File: src/rtl/tmo_pkg.sv
package tmo_pkg;
  // Strobes from control to datapath, one set per kernel cycle.
  typedef struct packed {
    logic aInc;
    logic aClr;
    logic bInc;
    logic bClr;
    logic aLoad;
    logic bLoad;
  } tmoStrobe_t;
endpackage

File: src/rtl/tmo_sat_counter.sv
module tmo_sat_counter #(
  parameter int CNT_W = 8
) (
  input  logic             clk,
  input  logic             rstN,
  input  logic             inc,
  input  logic             clr,
  input  logic [CNT_W-1:0] limit,
  output logic [CNT_W-1:0] count,
  output logic             hit
);
  localparam logic [CNT_W-1:0] CNT_MAX = '1;

  always_ff @(posedge clk or negedge rstN) begin
    if (!rstN)                      count <= '0;
    else if (clr)                   count <= '0;
    else if (inc && count != CNT_MAX) count <= count + 1'b1;
  end

  // A trip happens only on the step into the limit, so it fires once per episode.
  assign hit = inc & ~clr & (count == limit - 1'b1);

  assert_clear_zero_R6: assert property (@(posedge clk) disable iff (!rstN)
    clr |=> (count == '0));
  assert_hold_idle_R4: assert property (@(posedge clk) disable iff (!rstN)
    (!inc && !clr) |=> $stable(count));
  assert_no_wrap_R11: assert property (@(posedge clk) disable iff (!rstN)
    (inc && !clr && count == CNT_MAX) |=> (count == CNT_MAX));
endmodule

File: src/rtl/tmo_datapath.sv
module tmo_datapath
  import tmo_pkg::*;
#(
  parameter int THRESH_W   = 12,
  parameter int LOW_SCALE  = 2048,
  parameter int IDLE_SCALE = 4
) (
  input  logic                clk,
  input  logic                rstN,
  input  tmoStrobe_t          strobe,
  input  logic [THRESH_W-1:0] aLimitIn,
  input  logic                aIdleIn,
  input  logic [THRESH_W-1:0] bLimitIn,
  output logic                aIdleQ,
  output logic [THRESH_W-1:0] aThreshQ,
  output logic [THRESH_W-1:0] bThreshQ,
  output logic                aHit,
  output logic                bHit
);
  localparam int MAX_SCALE = (LOW_SCALE > IDLE_SCALE) ? LOW_SCALE : IDLE_SCALE;
  localparam int CNT_W     = THRESH_W + $clog2(MAX_SCALE) + 1;
  localparam int NUM_DET   = 2;

  always_ff @(posedge clk or negedge rstN) begin
    if (!rstN) begin
      aThreshQ <= '0;
      aIdleQ   <= 1'b0;
      bThreshQ <= '0;
    end else begin
      if (strobe.aLoad) begin
        aThreshQ <= aLimitIn;
        aIdleQ   <= aIdleIn;
      end
      if (strobe.bLoad) bThreshQ <= bLimitIn;
    end
  end

  logic [CNT_W-1:0] aSpan, bSpan;
  logic [CNT_W-1:0] limV [NUM_DET];
  logic [CNT_W-1:0] cntV [NUM_DET];
  logic [NUM_DET-1:0] incV, clrV, hitV;

  assign aSpan   = CNT_W'(aThreshQ) + CNT_W'(1);
  assign bSpan   = CNT_W'(bThreshQ) + CNT_W'(1);
  assign limV[0] = aIdleQ ? aSpan * CNT_W'(IDLE_SCALE) : aSpan * CNT_W'(LOW_SCALE);
  assign limV[1] = bSpan * CNT_W'(LOW_SCALE);
  assign incV    = {strobe.bInc, strobe.aInc};
  assign clrV    = {strobe.bClr, strobe.aClr};

  for (genvar i = 0; i < NUM_DET; i++) begin : g_det
    tmo_sat_counter #(.CNT_W(CNT_W)) u_cnt (
      .clk   (clk),
      .rstN  (rstN),
      .inc   (incV[i]),
      .clr   (clrV[i]),
      .limit (limV[i]),
      .count (cntV[i]),
      .hit   (hitV[i])
    );
  end

  assign aHit = hitV[0];
  assign bHit = hitV[1];
endmodule

File: src/rtl/tmo_control.sv
module tmo_control
  import tmo_pkg::*;
(
  input  logic       clk,
  input  logic       rstN,
  input  logic       periphEn,
  input  logic       sclIn,
  input  logic       sdaIn,
  input  logic       xferStart,
  input  logic       xferStop,
  input  logic       extWindow,
  input  logic       detAEn,
  input  logic       detBEn,
  input  logic       detACfgWr,
  input  logic       detBCfgWr,
  input  logic       flagClr,
  input  logic       aIdleQ,
  input  logic       aHit,
  input  logic       bHit,
  output tmoStrobe_t strobe,
  output logic       timeoutFlag,
  output logic       timeoutPulse
);
  logic aCond, fire;

  always_comb begin
    aCond        = aIdleQ ? (sclIn & sdaIn) : ~sclIn;
    strobe.aInc  = periphEn & detAEn & aCond;
    strobe.aClr  = ~strobe.aInc;
    strobe.bInc  = periphEn & detBEn & extWindow & ~sclIn;
    strobe.bClr  = ~periphEn | ~detBEn | xferStart | xferStop;
    strobe.aLoad = detACfgWr & ~detAEn;
    strobe.bLoad = detBCfgWr & ~detBEn;
    fire         = aHit | bHit;
  end

  always_ff @(posedge clk or negedge rstN) begin
    if (!rstN) begin
      timeoutFlag  <= 1'b0;
      timeoutPulse <= 1'b0;
    end else if (!periphEn) begin
      timeoutFlag  <= 1'b0;
      timeoutPulse <= 1'b0;
    end else begin
      timeoutFlag  <= fire | (timeoutFlag & ~flagClr);
      timeoutPulse <= fire & ~timeoutFlag;
    end
  end

  assert_rise_pulse_R10: assert property (@(posedge clk) disable iff (!rstN)
    $rose(timeoutFlag) |-> timeoutPulse);
  assert_pulse_flag_R10: assert property (@(posedge clk) disable iff (!rstN)
    timeoutPulse |-> timeoutFlag);
  assert_pulse_single_R10: assert property (@(posedge clk) disable iff (!rstN)
    timeoutPulse |=> !timeoutPulse);
  assert_sticky_R8: assert property (@(posedge clk) disable iff (!rstN)
    (timeoutFlag && !flagClr && periphEn) |=> timeoutFlag);
  assert_disable_clears_R9: assert property (@(posedge clk) disable iff (!rstN)
    !periphEn |=> !timeoutFlag);
endmodule

File: src/rtl/smbus_timeout_monitor.sv
module smbus_timeout_monitor
  import tmo_pkg::*;
#(
  parameter int THRESH_W   = 12,
  parameter int LOW_SCALE  = 2048,
  parameter int IDLE_SCALE = 4
) (
  input  logic                clk,
  input  logic                rstN,
  input  logic                periphEn,
  input  logic                sclIn,
  input  logic                sdaIn,
  input  logic                xferStart,
  input  logic                xferStop,
  input  logic                extWindow,
  input  logic                detAEn,
  input  logic                detAIdleSel,
  input  logic [THRESH_W-1:0] detALimit,
  input  logic                detACfgWr,
  input  logic                detBEn,
  input  logic [THRESH_W-1:0] detBLimit,
  input  logic                detBCfgWr,
  input  logic                flagClr,
  output logic                timeoutFlag,
  output logic                timeoutPulse
);
  tmoStrobe_t strobe;
  logic aIdleQ, aHit, bHit;
  logic [THRESH_W-1:0] aThreshQ, bThreshQ;

  tmo_control u_ctl (
    .clk(clk), .rstN(rstN), .periphEn(periphEn), .sclIn(sclIn), .sdaIn(sdaIn),
    .xferStart(xferStart), .xferStop(xferStop), .extWindow(extWindow),
    .detAEn(detAEn), .detBEn(detBEn), .detACfgWr(detACfgWr), .detBCfgWr(detBCfgWr),
    .flagClr(flagClr), .aIdleQ(aIdleQ), .aHit(aHit), .bHit(bHit),
    .strobe(strobe), .timeoutFlag(timeoutFlag), .timeoutPulse(timeoutPulse)
  );

  tmo_datapath #(
    .THRESH_W(THRESH_W), .LOW_SCALE(LOW_SCALE), .IDLE_SCALE(IDLE_SCALE)
  ) u_dp (
    .clk(clk), .rstN(rstN), .strobe(strobe), .aLimitIn(detALimit),
    .aIdleIn(detAIdleSel), .bLimitIn(detBLimit), .aIdleQ(aIdleQ),
    .aThreshQ(aThreshQ), .bThreshQ(bThreshQ), .aHit(aHit), .bHit(bHit)
  );

  assert_cfg_lock_a_R7: assert property (@(posedge clk) disable iff (!rstN)
    detAEn |=> ($stable(aThreshQ) && $stable(aIdleQ)));
  assert_cfg_lock_b_R7: assert property (@(posedge clk) disable iff (!rstN)
    detBEn |=> $stable(bThreshQ));
endmodule

File: config.mk
export PLATFORM = sky130hd
export DESIGN_NAME = smbus_timeout_monitor
export DESIGN_NICKNAME = d
export VERILOG_FILES = /design/src/rtl/tmo_pkg.sv /design/src/rtl/tmo_sat_counter.sv /design/src/rtl/tmo_datapath.sv /design/src/rtl/tmo_control.sv /design/src/rtl/smbus_timeout_monitor.sv
export SDC_FILE = /design/constraint.sdc
export NUM_CORES = 1
export LEC_CHECK = 0
export BUFFER_PORTS_ARGS = -buffer_cell sky130_fd_sc_hd__buf_2
export CAP_MARGIN = 20
export CORE_AREA = 8 8 123 125
export DETAILED_ROUTE_END_ITERATION = 6
export DIE_AREA = 0 0 131 133
export GPL_TIMING_DRIVEN = 0
export PLACE_DENSITY = 0.66
export SYNTH_ARGS = -nofsm -noshare
export SYNTH_HDL_FRONTEND = slang
export SYNTH_HIERARCHICAL = 1
export SYNTH_SLANG_ARGS = --single-unit
File: constraint.sdc
create_clock -name clk -period 5.4 [get_ports clk]
set_input_delay 0.54 -clock clk [delete_from_list [all_inputs] [get_ports clk]]
set_output_delay 0.54 -clock clk [all_outputs]
set_load 0.01 [all_outputs]
==> run summary, run 1 <==
outcome: completed
chain of cells forming the critical path: ha_1 > and4_2 > nand2_1 > xor2_1 > nor2_1 > or4_1 > or4b_1 > a2111oi_0 > o22ai_1 > or4_1 > a2111oi_2 > nor2_1 > nor3b_2
slew at the pin with the worst max-slew slack: 1.03 ns
Most used DFF post-synth: sky130_fd_sc_hd__dfrtp_1
Area Growth Syn to Fin: 16.1%
type of element capturing the critical path: flip-flop
PwrDens: 237 mW/mm^2
average instance area after synthesis: 8.93 um^2
Max clock buf depth: 2
final number of hold-violating endpoints: 0
cells on worst reg2reg path: 13
Vias per Instance: 5.43
max_slew headroom: 30.6%
initial antenna violation count: 0
combinational family with the most area after synthesis: simple AND/OR/NAND/NOR gates
clock-pin slew of the registers on the worst-case setup and hold paths: 0.06 ns
Post-synth ARST share: 100%
total core area: 0.0131 mm^2
antenna viol nets, final: 0
cell chosen for the clock root: sky130_fd_sc_hd__clkbuf_16
maximum number of pins on one net before global-route repair: 74
first-pass detailed-route iteration total: 4
post-synth top area share: 32.4%
instance count along the most critical hold path: 3
Final HPWL DP: 11.0 mm
final clock period utilization by the worst path: 81.0%
final antenna diode count: 0
sum of negative setup slack: 0 ns
count of flip-flops with a built-in enable after synthesis: 0
max incr delay on CP: 0.56 ns
Critical Path Sink: u_ctl/timeoutPulse
worst clock skew on the final layout: 0.00572 ns
clock tree from TritonCTS: built
most frequent cell after synthesis: sky130_fd_sc_hd__nor2_1
post-synthesis cell type with the largest combined area: sky130_fd_sc_hd__dfrtp_1
final worst-path setup slack: 1.03 ns
fraction of layout cells with a size suffix above 1: 14.6%
gp weighted congestion: 0.868
boundary pin count: 40
post-synthesis instance area: 0.00579 mm^2
Yosys warning total: 6
final critical-path required period: 4.37 ns
r2r setup slk: 1.03 ns
number of design rule violations left after detail routing: 0
path category of the worst min-delay check: in -> reg
number of gates resized after CTS: 0
Synth Area in Simple Gates: 33.4%
xor-xnor portion of the synthesized cell area: 18.2%
sequential cell area fraction in the yosys report: 32.4%
Clock Latency Late Sink: 0.34 ns
crit path max fanout: 6
# setup viols final: 0
IR drop worst, VDD: 0.233 mV
worst setup path start: u_dp/aThreshQ[0]
total clock buffers created by CTS: 9
Max H-tree Level: 3
horizontal extent of the die: 131 um
count of buffers from port buffering: 39
gate count of the mapped netlist: 648
gr ovfl total: 0
kind of launch point of the worst setup path: flip-flop
number of global-route vias before repair: 5008
total vias in the final route: 5076
top achievable clock speed: 229 MHz
category of the most critical setup path: reg -> reg
post-detailed-route wirelength per cell: 15.2 um
global-route wire length before repair: 23.4 mm
CP required: 5.67 ns
slowest cell on the critical path: sky130_fd_sc_hd__a2111oi_0
nets@finish: 799
Row Count: 42
number of distinct library cell variants in the gate-level netlist after synthesis: 64
Total GRT Usage: 16.7%
Synth top cells by count: 89 x sky130_fd_sc_hd__nor2_1, 75 x sky130_fd_sc_hd__dfrtp_1, 56 x sky130_fd_sc_hd__xnor2_1
setup repair after global routing missed its margin: no
Starting DRT DRC Count: 230
starting utilization of the core area: 44.2%
Leak Pwr: 2.61 nW
Die Height: 133 um
Adder-Cell Fraction of Synth Area: 1.30%
number of max-slew violations in the final report: 0
Final Util: 51.4%
capturing point of the worst reg2reg path: u_ctl/timeoutPulse
pre-CTS setup slack: 1.07 ns
register bit count reported by yosys: 75
biggest area contributors in the synthesized netlist: sky130_fd_sc_hd__dfrtp_1 32%, sky130_fd_sc_hd__xnor2_1 8.5%, sky130_fd_sc_hd__xor2_1 8.2%
die area: 0.0174 mm^2
arrival time worst endpoint: 4.64 ns
Total Routed Length: 14.2 mm
area fraction in compound gates after synthesis: 7.61%
clock sinks: 75
multiplexer area fraction after synthesis: 5.40%
number of max-capacitance violations reported: 0
worst r2r src: u_dp/aThreshQ[0]
-- power by group --
part	switching [W]	internal [W]
logic	0.000233	0.000177
registers	0.0000388	0.000590
clock network	0.000222	0.000330
-- critical path: cells and delay by family, from the launching register on --
family | cells | cell delay, ns
flops | 1 | 0.45
xor+xnor | 1 | 0.23
fa+ha+maj | 1 | 0.28
compound gates | 3 | 1.04
simple gates | 8 | 2.29
-- through the flow --
| step | hold slack [ns] | area (um^2) | cells | total power (W) |
|---|---|---|---|---|
| finish | 0.408 | 6720 | 934 | 0.00159 |
| detailed placement | 0.350 | 6440 | 918 | 0.00104 |
| global route | 0.422 | 6720 | 934 | 0.00167 |
| floorplan | 0.244 | 5990 | 702 | 0.000940 |
| CTS | 0.397 | 6720 | 933 | 0.00160 |
| global placement | 0.453 | 6410 | 917 | 0.00102 |
-- kinds of logic after synthesis --
| kind of cell | after synthesis |
|---|---|
| multiplexers | 28 |
| XOR/XNOR | 114 |
| adder cells (fa/ha/maj) | 6 |
| flip-flops | 75 |
| other | 1 |
| AO/OA/AOI/OAI | 58 |
| buffers and inverters | 25 |
| AND/OR/NAND/NOR | 341 |
-- registers in the layout (all words and copies together), names as in the netlist --
name	flops
u_ctl/timeoutFlag	1
u_dp/g_det.u_cnt/count	48
u_ctl/timeoutPulse	1
u_dp/bThreshQ	12
u_dp/aIdleQ	1
u_dp/aThreshQ	12
-- cell usage in the layout, fill, tap and decap left out, types with 6 or more instances in the layout --
master / n
sky130_fd_sc_hd__nand2b_1: 11
sky130_fd_sc_hd__inv_1: 9
sky130_fd_sc_hd__dfrtp_1: 75
sky130_fd_sc_hd__ha_1: 6
sky130_fd_sc_hd__nor4_1: 16
sky130_fd_sc_hd__nand2_1: 45
sky130_fd_sc_hd__mux2_2: 26
sky130_fd_sc_hd__xnor2_1: 56
sky130_fd_sc_hd__nand3_1: 36
sky130_fd_sc_hd__nor3_1: 22
sky130_fd_sc_hd__nor2b_1: 15
sky130_fd_sc_hd__a31oi_1: 8
sky130_fd_sc_hd__and4_1: 7
sky130_fd_sc_hd__nand4_1: 21
sky130_fd_sc_hd__a21oi_1: 12
sky130_fd_sc_hd__or4_1: 8
sky130_fd_sc_hd__clkbuf_1: 13
sky130_fd_sc_hd__conb_1: 55
sky130_fd_sc_hd__clkbuf_16: 9
sky130_fd_sc_hd__and3_1: 12
sky130_fd_sc_hd__xor2_1: 54
sky130_fd_sc_hd__buf_2: 40
sky130_fd_sc_hd__nor2_1: 89
sky130_fd_sc_hd__nand3b_1: 10
-- cell type report --
type / instances / area, um^2
clock buffer: 12 / 256
timing repair buffer: 42 / 240
tap: 176 / 220
sequential: 75 / 1880
inverter: 9 / 33.8
buffer: 16 / 62.6
multi-input combinational: 602 / 4020
clock inverter: 2 / 12.5
fill: 1228 / 6360
-- what timing repair did --
item / in CTS / in global routing
buffers inserted: 0 / 0
endpoints found under the hold margin: 2 / 0
hold buffers: 1 / 0
-- worst min path at each step --
stage / start / slack (ns) / to
3_5_place_dp: rstN / 0.35 / u_dp/bThreshQ[0]
3_3_place_gp: u_ctl/timeoutFlag / 0.45 / u_ctl/timeoutPulse
4_1_cts: detBLimit[0] / 0.40 / u_dp/bThreshQ[0]
6_report: detBLimit[0] / 0.41 / u_dp/bThreshQ[0]
2_1_floorplan: rstN / 0.24 / u_ctl/timeoutFlag
5_1_grt: detBLimit[7] / 0.42 / u_dp/bThreshQ[7]
-- per-layer routing --
layer / GRT usage (%) / wire length [um] / up-vias
met5: 0 / 0 / -
met4: 7.08 / 421 / 0
met3: 4.46 / 496 / 30
met2: 28.8 / 7230 / 109
met1: 18.9 / 6080 / 2430
li1: - / - / 2507
(Power assumes the default switching activity.)
==> inputs of run 2 (changes only) <==
Clock period 5.4 ns to 4.1 ns, I/O delays scaled along.
==> run 2 against run 1 <==
  * Worst hold slack worse by 0.13 ns
  * Via count rose by 0.33%
  * Sequential share of layout area decreased by 0.43 points
  * Core utilization rose by 0.88 points
  * Maximum frequency increased by 11%
  * Setup slack lost 0.88 ns
  * Power grew 33%
  * Final area increased by 1.7%
  * Count of clock-buffer cells in the layout did not move
  * Cell count rose by 0.11%
  * Combinational power up 37%
  * Critical endpoint unchanged
  * Largest cell class unchanged
==> run summary, run 2 (synthesized netlist as in run 1, its figures left out) <==
antenna viol nets, final: 0 (unchanged)
final antenna diode count: 0 (unchanged)
IR drop worst, VDD: 0.308 mV (+32%)
capture endpoint of the worst hold path: u_dp/bThreshQ[0]
PwrDens: 310 mW/mm^2 (+31%)
final number of hold-violating endpoints: 0 (unchanged)
Largest register FFs: 48 (unchanged)
number of design rule violations left after detail routing: 0 (unchanged)
max_slew headroom: 30.9% (+0.26 points)
sum of negative setup slack: 0 ns (unchanged)
Int Power: 0.00145 W (+33%)
Row Count: 42 (unchanged)
cells on worst reg2reg path: 13 (unchanged)
post-route insts no fill: 935 (+0.11%)
crit path max fanout: 6 (unchanged)
fraction of layout cells with a size suffix above 1: 16.6% (+2.0 points)
Starting DRT DRC Count: 249 (+8.3%)
type of element capturing the critical path: flip-flop
number of max-capacitance violations reported: 0 (unchanged)
worst clock skew on the final layout: 0.00458 ns (-0.00114 ns)
Max clock buf depth: 2 (unchanged)
count of buffers from port buffering: 39 (unchanged)
final standard cell area without fillers: 0.00684 mm^2 (+1.7%)
placed cell area: 0.00644 mm^2 (unchanged)
layout filler cell count: 1212 (-1.3%)
CP required: 4.37 ns (-1.30 ns)
instance count along the most critical hold path: 3 (unchanged)
category of the most critical setup path: reg -> reg
Total GRT Usage: 16.9% (+0.15 points)
register name with the most flops: u_dp/g_det.u_cnt/count
# setup viols final: 0 (unchanged)
Die Height: 133 um (unchanged)
Area Growth Syn to Fin: 18.1%
final critical-path required period: 3.95 ns (-0.420 ns)
horizontal extent of the die: 131 um (unchanged)
arrival time worst endpoint: 4.22 ns (-0.42 ns)
share of total power consumed by net switching: 31.4% (+0.34 points)
capturing point of the worst reg2reg path: u_ctl/timeoutPulse
top achievable clock speed: 253 MHz (+11%)
boundary pin count: 40 (unchanged)
Worst Hold Margin: 0.281 ns (-0.127 ns)
gr ovfl total: 0 (unchanged)
gp weighted congestion: 0.868 (unchanged)
Net Switching: 0.000665 W (+35%)
setup repair after global routing missed its margin: no
total clock buffers created by CTS: 9 (unchanged)
r2r setup slk: 0.15 ns (-0.88 ns)
sequential share of power: 39.2% (-0.3 points)
Final Util: 52.2% (+0.88 points)
starting utilization of the core area: 44.2% (unchanged)
final clock period utilization by the worst path: 96.4% (+15 points)
power share of the clock group: 34.2% (-0.5 points)
clock sinks: 75 (unchanged)
Max H-tree Level: 3 (unchanged)
path category of the worst min-delay check: in -> reg
kind of launch point of the worst setup path: flip-flop
number of max-slew violations in the final report: 0 (unchanged)
maximum number of pins on one net before global-route repair: 74 (unchanged)
post-detailed-route wirelength per cell: 15.5 um (+1.7%)
slew at the pin with the worst max-slew slack: 1.03 ns (+0.00108 ns)
nets@finish: 800 (+0.13%)
leading cell types in the layout, fill and taps excluded: 87 x sky130_fd_sc_hd__nor2_1, 73 x sky130_fd_sc_hd__dfrtp_1, 55 x sky130_fd_sc_hd__xnor2_1, 55 x sky130_fd_sc_hd__conb_1, 52 x sky130_fd_sc_hd__xor2_1
most frequent standard cell in the layout excluding fill and tap cells: sky130_fd_sc_hd__nor2_1
Total Routed Length: 14.5 mm (+1.8%)
first-pass detailed-route iteration total: 5 (+1)
Post-Place Cells: 918 (unchanged)
Vias per Instance: 5.45 (+0.23%)
Clock Latency Late Sink: 0.34 ns (about the same)
combinational power share: 26.5% (+0.7 points)
Final HPWL DP: 11.0 mm (unchanged)
number of global-route vias before repair: 5042 (+0.68%)
largest registers: u_dp/g_det.u_cnt/count x48, u_dp/aThreshQ x12, u_dp/bThreshQ x12
initial antenna violation count: 0 (unchanged)
global-route wire length before repair: 23.6 mm (+0.91%)
Leak Pwr: 2.62 nW (+0.64%)
worst r2r src: u_dp/aThreshQ[0]
outcome: completed
clock tree from TritonCTS: built
clock-pin slew of the registers on the worst-case setup and hold paths: 0.06 ns (about the same)
die area: 0.0174 mm^2 (unchanged)
total core area: 0.0131 mm^2 (unchanged)
total vias in the final route: 5093 (+0.33%)
cell chosen for the clock root: sky130_fd_sc_hd__clkbuf_16
start point of the worst hold path: detBLimit[0]
run 2: power groups by stage:
stage | Combinational, W | Clock [W] | Sequential [W]
CTS | 0.000538 | 0.000749 | 0.000829
detailed placement | 0.000528 | 0 | 0.000841
floorplan | 0.000413 | 0 | 0.000826
global placement | 0.000503 | 0 | 0.000837
global route | 0.000611 | 0.000780 | 0.000837
finish | 0.000562 | 0.000726 | 0.000831
run 2: per-layer routing:
| layer | track usage (%) | vias to the layer above | wire length [um] |
|---|---|---|---|
| li1 | - | 2510 | - |
| met1 | 19.0 | 2445 | 6130 |
| met2 | 29.2 | 112 | 7470 |
| met3 | 4.46 | 26 | 500 |
| met4 | 7.02 | 0 | 374 |
| met5 | 0 | - | 0 |
run 2: critical path: stages, from the launching register on:
cell	delay [ns]
sky130_fd_sc_hd__dfrtp_2	0.45
sky130_fd_sc_hd__ha_2	0.22
sky130_fd_sc_hd__and4_2	0.26
sky130_fd_sc_hd__nand2_1	0.11
sky130_fd_sc_hd__xor2_2	0.19
sky130_fd_sc_hd__nor2_2	0.09
sky130_fd_sc_hd__or4_4	0.54
sky130_fd_sc_hd__or4b_4	0.51
sky130_fd_sc_hd__a2111oi_4	0.34
sky130_fd_sc_hd__o22ai_1	0.12
sky130_fd_sc_hd__or4_4	0.45
sky130_fd_sc_hd__a2111oi_4	0.34
sky130_fd_sc_hd__nor2_2	0.10
sky130_fd_sc_hd__nor3b_2	0.15
run 2: area by class of cell:
class                      count  area, um^2  share of cell area [%]
buffer                        16        62.6                   0.915
clock buffer                  12         256                    3.75
clock inverter                 2        12.5                   0.183
inverter                       9        33.8                   0.494
multi-input combinational    602        4120                    60.3
sequential                    75        1880                    27.5
tap                          176         220                    3.22
timing repair buffer          43         248                    3.62
run 2: metrics by stage:
stage          power [W]  worst slack (ns)
5_1_grt          0.00223           0.00969
4_1_cts          0.00212            0.0105
6_report         0.00212             0.148
2_1_floorplan    0.00124             0.349
3_5_place_dp     0.00137            -0.229
3_3_place_gp     0.00134            -0.143
run 2: repair_timing:
action	4_1_cts	5_1_grt
pin swaps	1	2
setup buffers	1	0
gates resized for setup	8	12
hold buffers	1	0
setup endpoints to repair	2	2
hold endpoints to repair	2	0
cloned	0	0
run 2: worst max path at each step:
stage                                 from                  to
after global routing      u_dp/aThreshQ[0]  u_ctl/timeoutPulse
after global placement    u_dp/aThreshQ[0]  u_ctl/timeoutPulse
after detailed placement  u_dp/aThreshQ[0]  u_ctl/timeoutPulse
after CTS                 u_dp/aThreshQ[0]  u_ctl/timeoutPulse
after floorplan           u_dp/aThreshQ[0]  u_ctl/timeoutPulse
final                     u_dp/aThreshQ[0]  u_ctl/timeoutPulse
==> inputs of run 3 (changes only) <==
Settings changed: CTS_BUF_LIST from default to sky130_fd_sc_hd__clkbuf_4 sky130_fd_sc_hd__clkbuf_8.
==> run 3 against run 2 <==
  * Combinational power is 1% higher
  * Critical endpoint unchanged
  * Flip-flop and latch count unchanged
  * Clock skew is 0.0017 ns higher
  * Global-route usage is 0.16 points lower
  * Cell count increased by 0.21%
  * Setup slack worse by 0.014 ns
  * Non-clock buffer count is 2 higher
==> run summary, run 3 (synthesized netlist as in run 1, its figures left out) <==
max incr delay on CP: 0.55 ns (about the same)
Clock Latency Late Sink: 0.37 ns (+0.03 ns)
largest registers: u_dp/g_det.u_cnt/count x48, u_dp/aThreshQ x12, u_dp/bThreshQ x12
fraction of layout cells with a size suffix above 1: 17.1% (+0.48 points)
initial antenna violation count: 0 (unchanged)
final worst-path setup slack: 0.134 ns (-0.0143 ns)
Total GRT Usage: 16.7% (-0.16 points)
Max H-tree Level: 3 (unchanged)
Leak Pwr: 2.59 nW (-1.2%)
category of the most critical setup path: reg -> reg
final antenna diode count: 0 (unchanged)
IR drop worst, VDD: 0.236 mV (-24%)
type of element capturing the critical path: flip-flop
max_slew headroom: 30.4% (-0.43 points)
antenna viol nets, final: 0 (unchanged)
worst r2r src: u_dp/aThreshQ[1]
# setup viols final: 0 (unchanged)
Row Count: 42 (unchanged)
top achievable clock speed: 252 MHz (-0.36%)
number of global-route vias before repair: 4999 (-0.85%)
kind of launch point of the worst setup path: flip-flop
largest delay contributor family on the critical path: simple AND/OR/NAND/NOR gates
Area Growth Syn to Fin: 16.9%
leading cell types in the layout, fill and taps excluded: 87 x sky130_fd_sc_hd__nor2_1, 73 x sky130_fd_sc_hd__dfrtp_1, 55 x sky130_fd_sc_hd__xnor2_1, 55 x sky130_fd_sc_hd__conb_1, 52 x sky130_fd_sc_hd__xor2_1
total clock buffers created by CTS: 9 (unchanged)
most frequent standard cell in the layout excluding fill and tap cells: sky130_fd_sc_hd__nor2_1
Starting DRT DRC Count: 260 (+4.4%)
slowest cell on the critical path: sky130_fd_sc_hd__or4_4
total area of sequential cells: 0.00188 mm^2 (unchanged)
final standard cell area without fillers: 0.00677 mm^2 (-0.99%)
outcome: completed
gp weighted congestion: 0.868 (unchanged)
total vias in the final route: 5042 (-1.0%)
pre-CTS setup slack: -0.229 ns (unchanged)
clock sinks: 75 (unchanged)
path category of the worst min-delay check: in -> reg
number of max-capacitance violations reported: 0 (unchanged)
final clock period utilization by the worst path: 96.7% (+0.35 points)
count of buffers from port buffering: 39 (unchanged)
die area: 0.0174 mm^2 (unchanged)
horizontal extent of the die: 131 um (unchanged)
number of max-slew violations in the final report: 0 (unchanged)
worst setup path start: u_dp/aThreshQ[1]
gr ovfl total: 0 (unchanged)
layout filler cell count: 1217 (+0.41%)
chain of cells forming the critical path: ha_4 > and4_2 > nand2_1 > xor2_2 > nor2_1 > or4_4 > or4b_4 > a2111oi_4 > o22ai_1 > or4_4 > a2111oi_4 > nor2_2 > nor3b_2
register name with the most flops: u_dp/g_det.u_cnt/count
sum of negative setup slack: 0 ns (unchanged)
total core area: 0.0131 mm^2 (unchanged)
maximum number of pins on one net before global-route repair: 74 (unchanged)
Max clock buf depth: 2 (unchanged)
Final Power: 0.00192 W (-9.4%)
crit path max fanout: 4 (-2)
Final HPWL DP: 11.0 mm (unchanged)
boundary pin count: 40 (unchanged)
placed cell area: 0.00644 mm^2 (unchanged)
crit path buf inv count: 0 (unchanged)
Vias per Instance: 5.38 (-1.2%)
worst clock skew on the final layout: 0.00627 ns (+0.00169 ns)
cell chosen for the clock root: sky130_fd_sc_hd__clkbuf_8
PwrDens: 284 mW/mm^2 (-8.5%)
arrival time worst endpoint: 4.26 ns (+0.04 ns)
clock tree from TritonCTS: built
Die Height: 133 um (unchanged)
global-route wire length before repair: 23.4 mm (-0.99%)
clock-pin slew of the registers on the worst-case setup and hold paths: 0.08 ns (+0.02 ns)
slew at the pin with the worst max-slew slack: 1.03 ns (+0.00632 ns)
total area of multi-input combinational cells: 0.00414 mm^2 (+0.36%)
first-pass detailed-route iteration total: 4 (-1)
final number of hold-violating endpoints: 0 (unchanged)
CP required: 4.40 ns (+0.03 ns)
starting utilization of the core area: 44.2% (unchanged)
number of design rule violations left after detail routing: 0 (unchanged)
Largest register FFs: 48 (unchanged)
post-detailed-route wirelength per cell: 15.3 um (-0.90%)
nets@finish: 802 (+0.25%)
final critical-path required period: 3.97 ns (+0.0143 ns)
Total Routed Length: 14.4 mm (-0.68%)
start point of the worst hold path: detBLimit[0]
run 3: stage by stage:
| step | instances | utilization, % | hold slack (ns) |
|---|---|---|---|
| after floorplan | 702 | - | 0.114 |
| after global routing | 937 | 51.7 | 0.256 |
| after detailed placement | 918 | 49.2 | 0.220 |
| after CTS | 934 | 50.9 | 0.227 |
| after global placement | 917 | 49.0 | 0.453 |
| final | 937 | 51.7 | 0.244 |
run 3: tightest hold or removal path: cells and delay by family:
| family | cells | cell delay [ns] |
|---|---|---|
| AOI/OAI and AO/OA | 1 | 0.05 |
| and+or+nand+nor | 1 | 0.04 |
| buffers and inverters | 1 | 0.07 |
run 3: final cells by class:
type	instances	share of cell area [%]
clock buffers	12	2.35
plain buffers	16	0.924
repair buffers	45	3.88
inverters	9	0.499
multi-input cells	602	61.1
well taps	176	3.25
flip-flops and latches	75	27.8
clock inverters	2	0.185
run 3: report_power, final:
group          switching [W]  internal, W
registers          0.0000521     0.000777
logic               0.000322     0.000247
clock network       0.000270     0.000252
total               0.000643      0.00128
run 3: per-layer routing:
layer	track usage, %	part of all wire [%]
met1	18.9	43
met2	28.9	52
met3	4.22	3.1
met4	6.96	2.4
met5	0	0
run 3: path summary, 6_finish.rpt:
kind                                       to  slack, ns  cells past startpoint
min in group asynchronous    u_dp/bThreshQ[0]       0.39                      2
setup / recovery           u_ctl/timeoutPulse       0.13                     13
hold reg to reg            u_ctl/timeoutPulse       0.47                      1
max in group asynchronous    u_dp/aThreshQ[0]       3.13                      3
setup reg to reg           u_ctl/timeoutPulse       0.13                     13
hold / removal               u_dp/bThreshQ[0]       0.24                      3
run 3: timing repair:
item	in CTS	in global routing
gates cloned	0	0
endpoints found under the setup margin	2	2
endpoints found under the hold margin	2	0
pin swaps	1	1
resized for setup	7	15
setup buffers	1	2
hold buffers	1	0
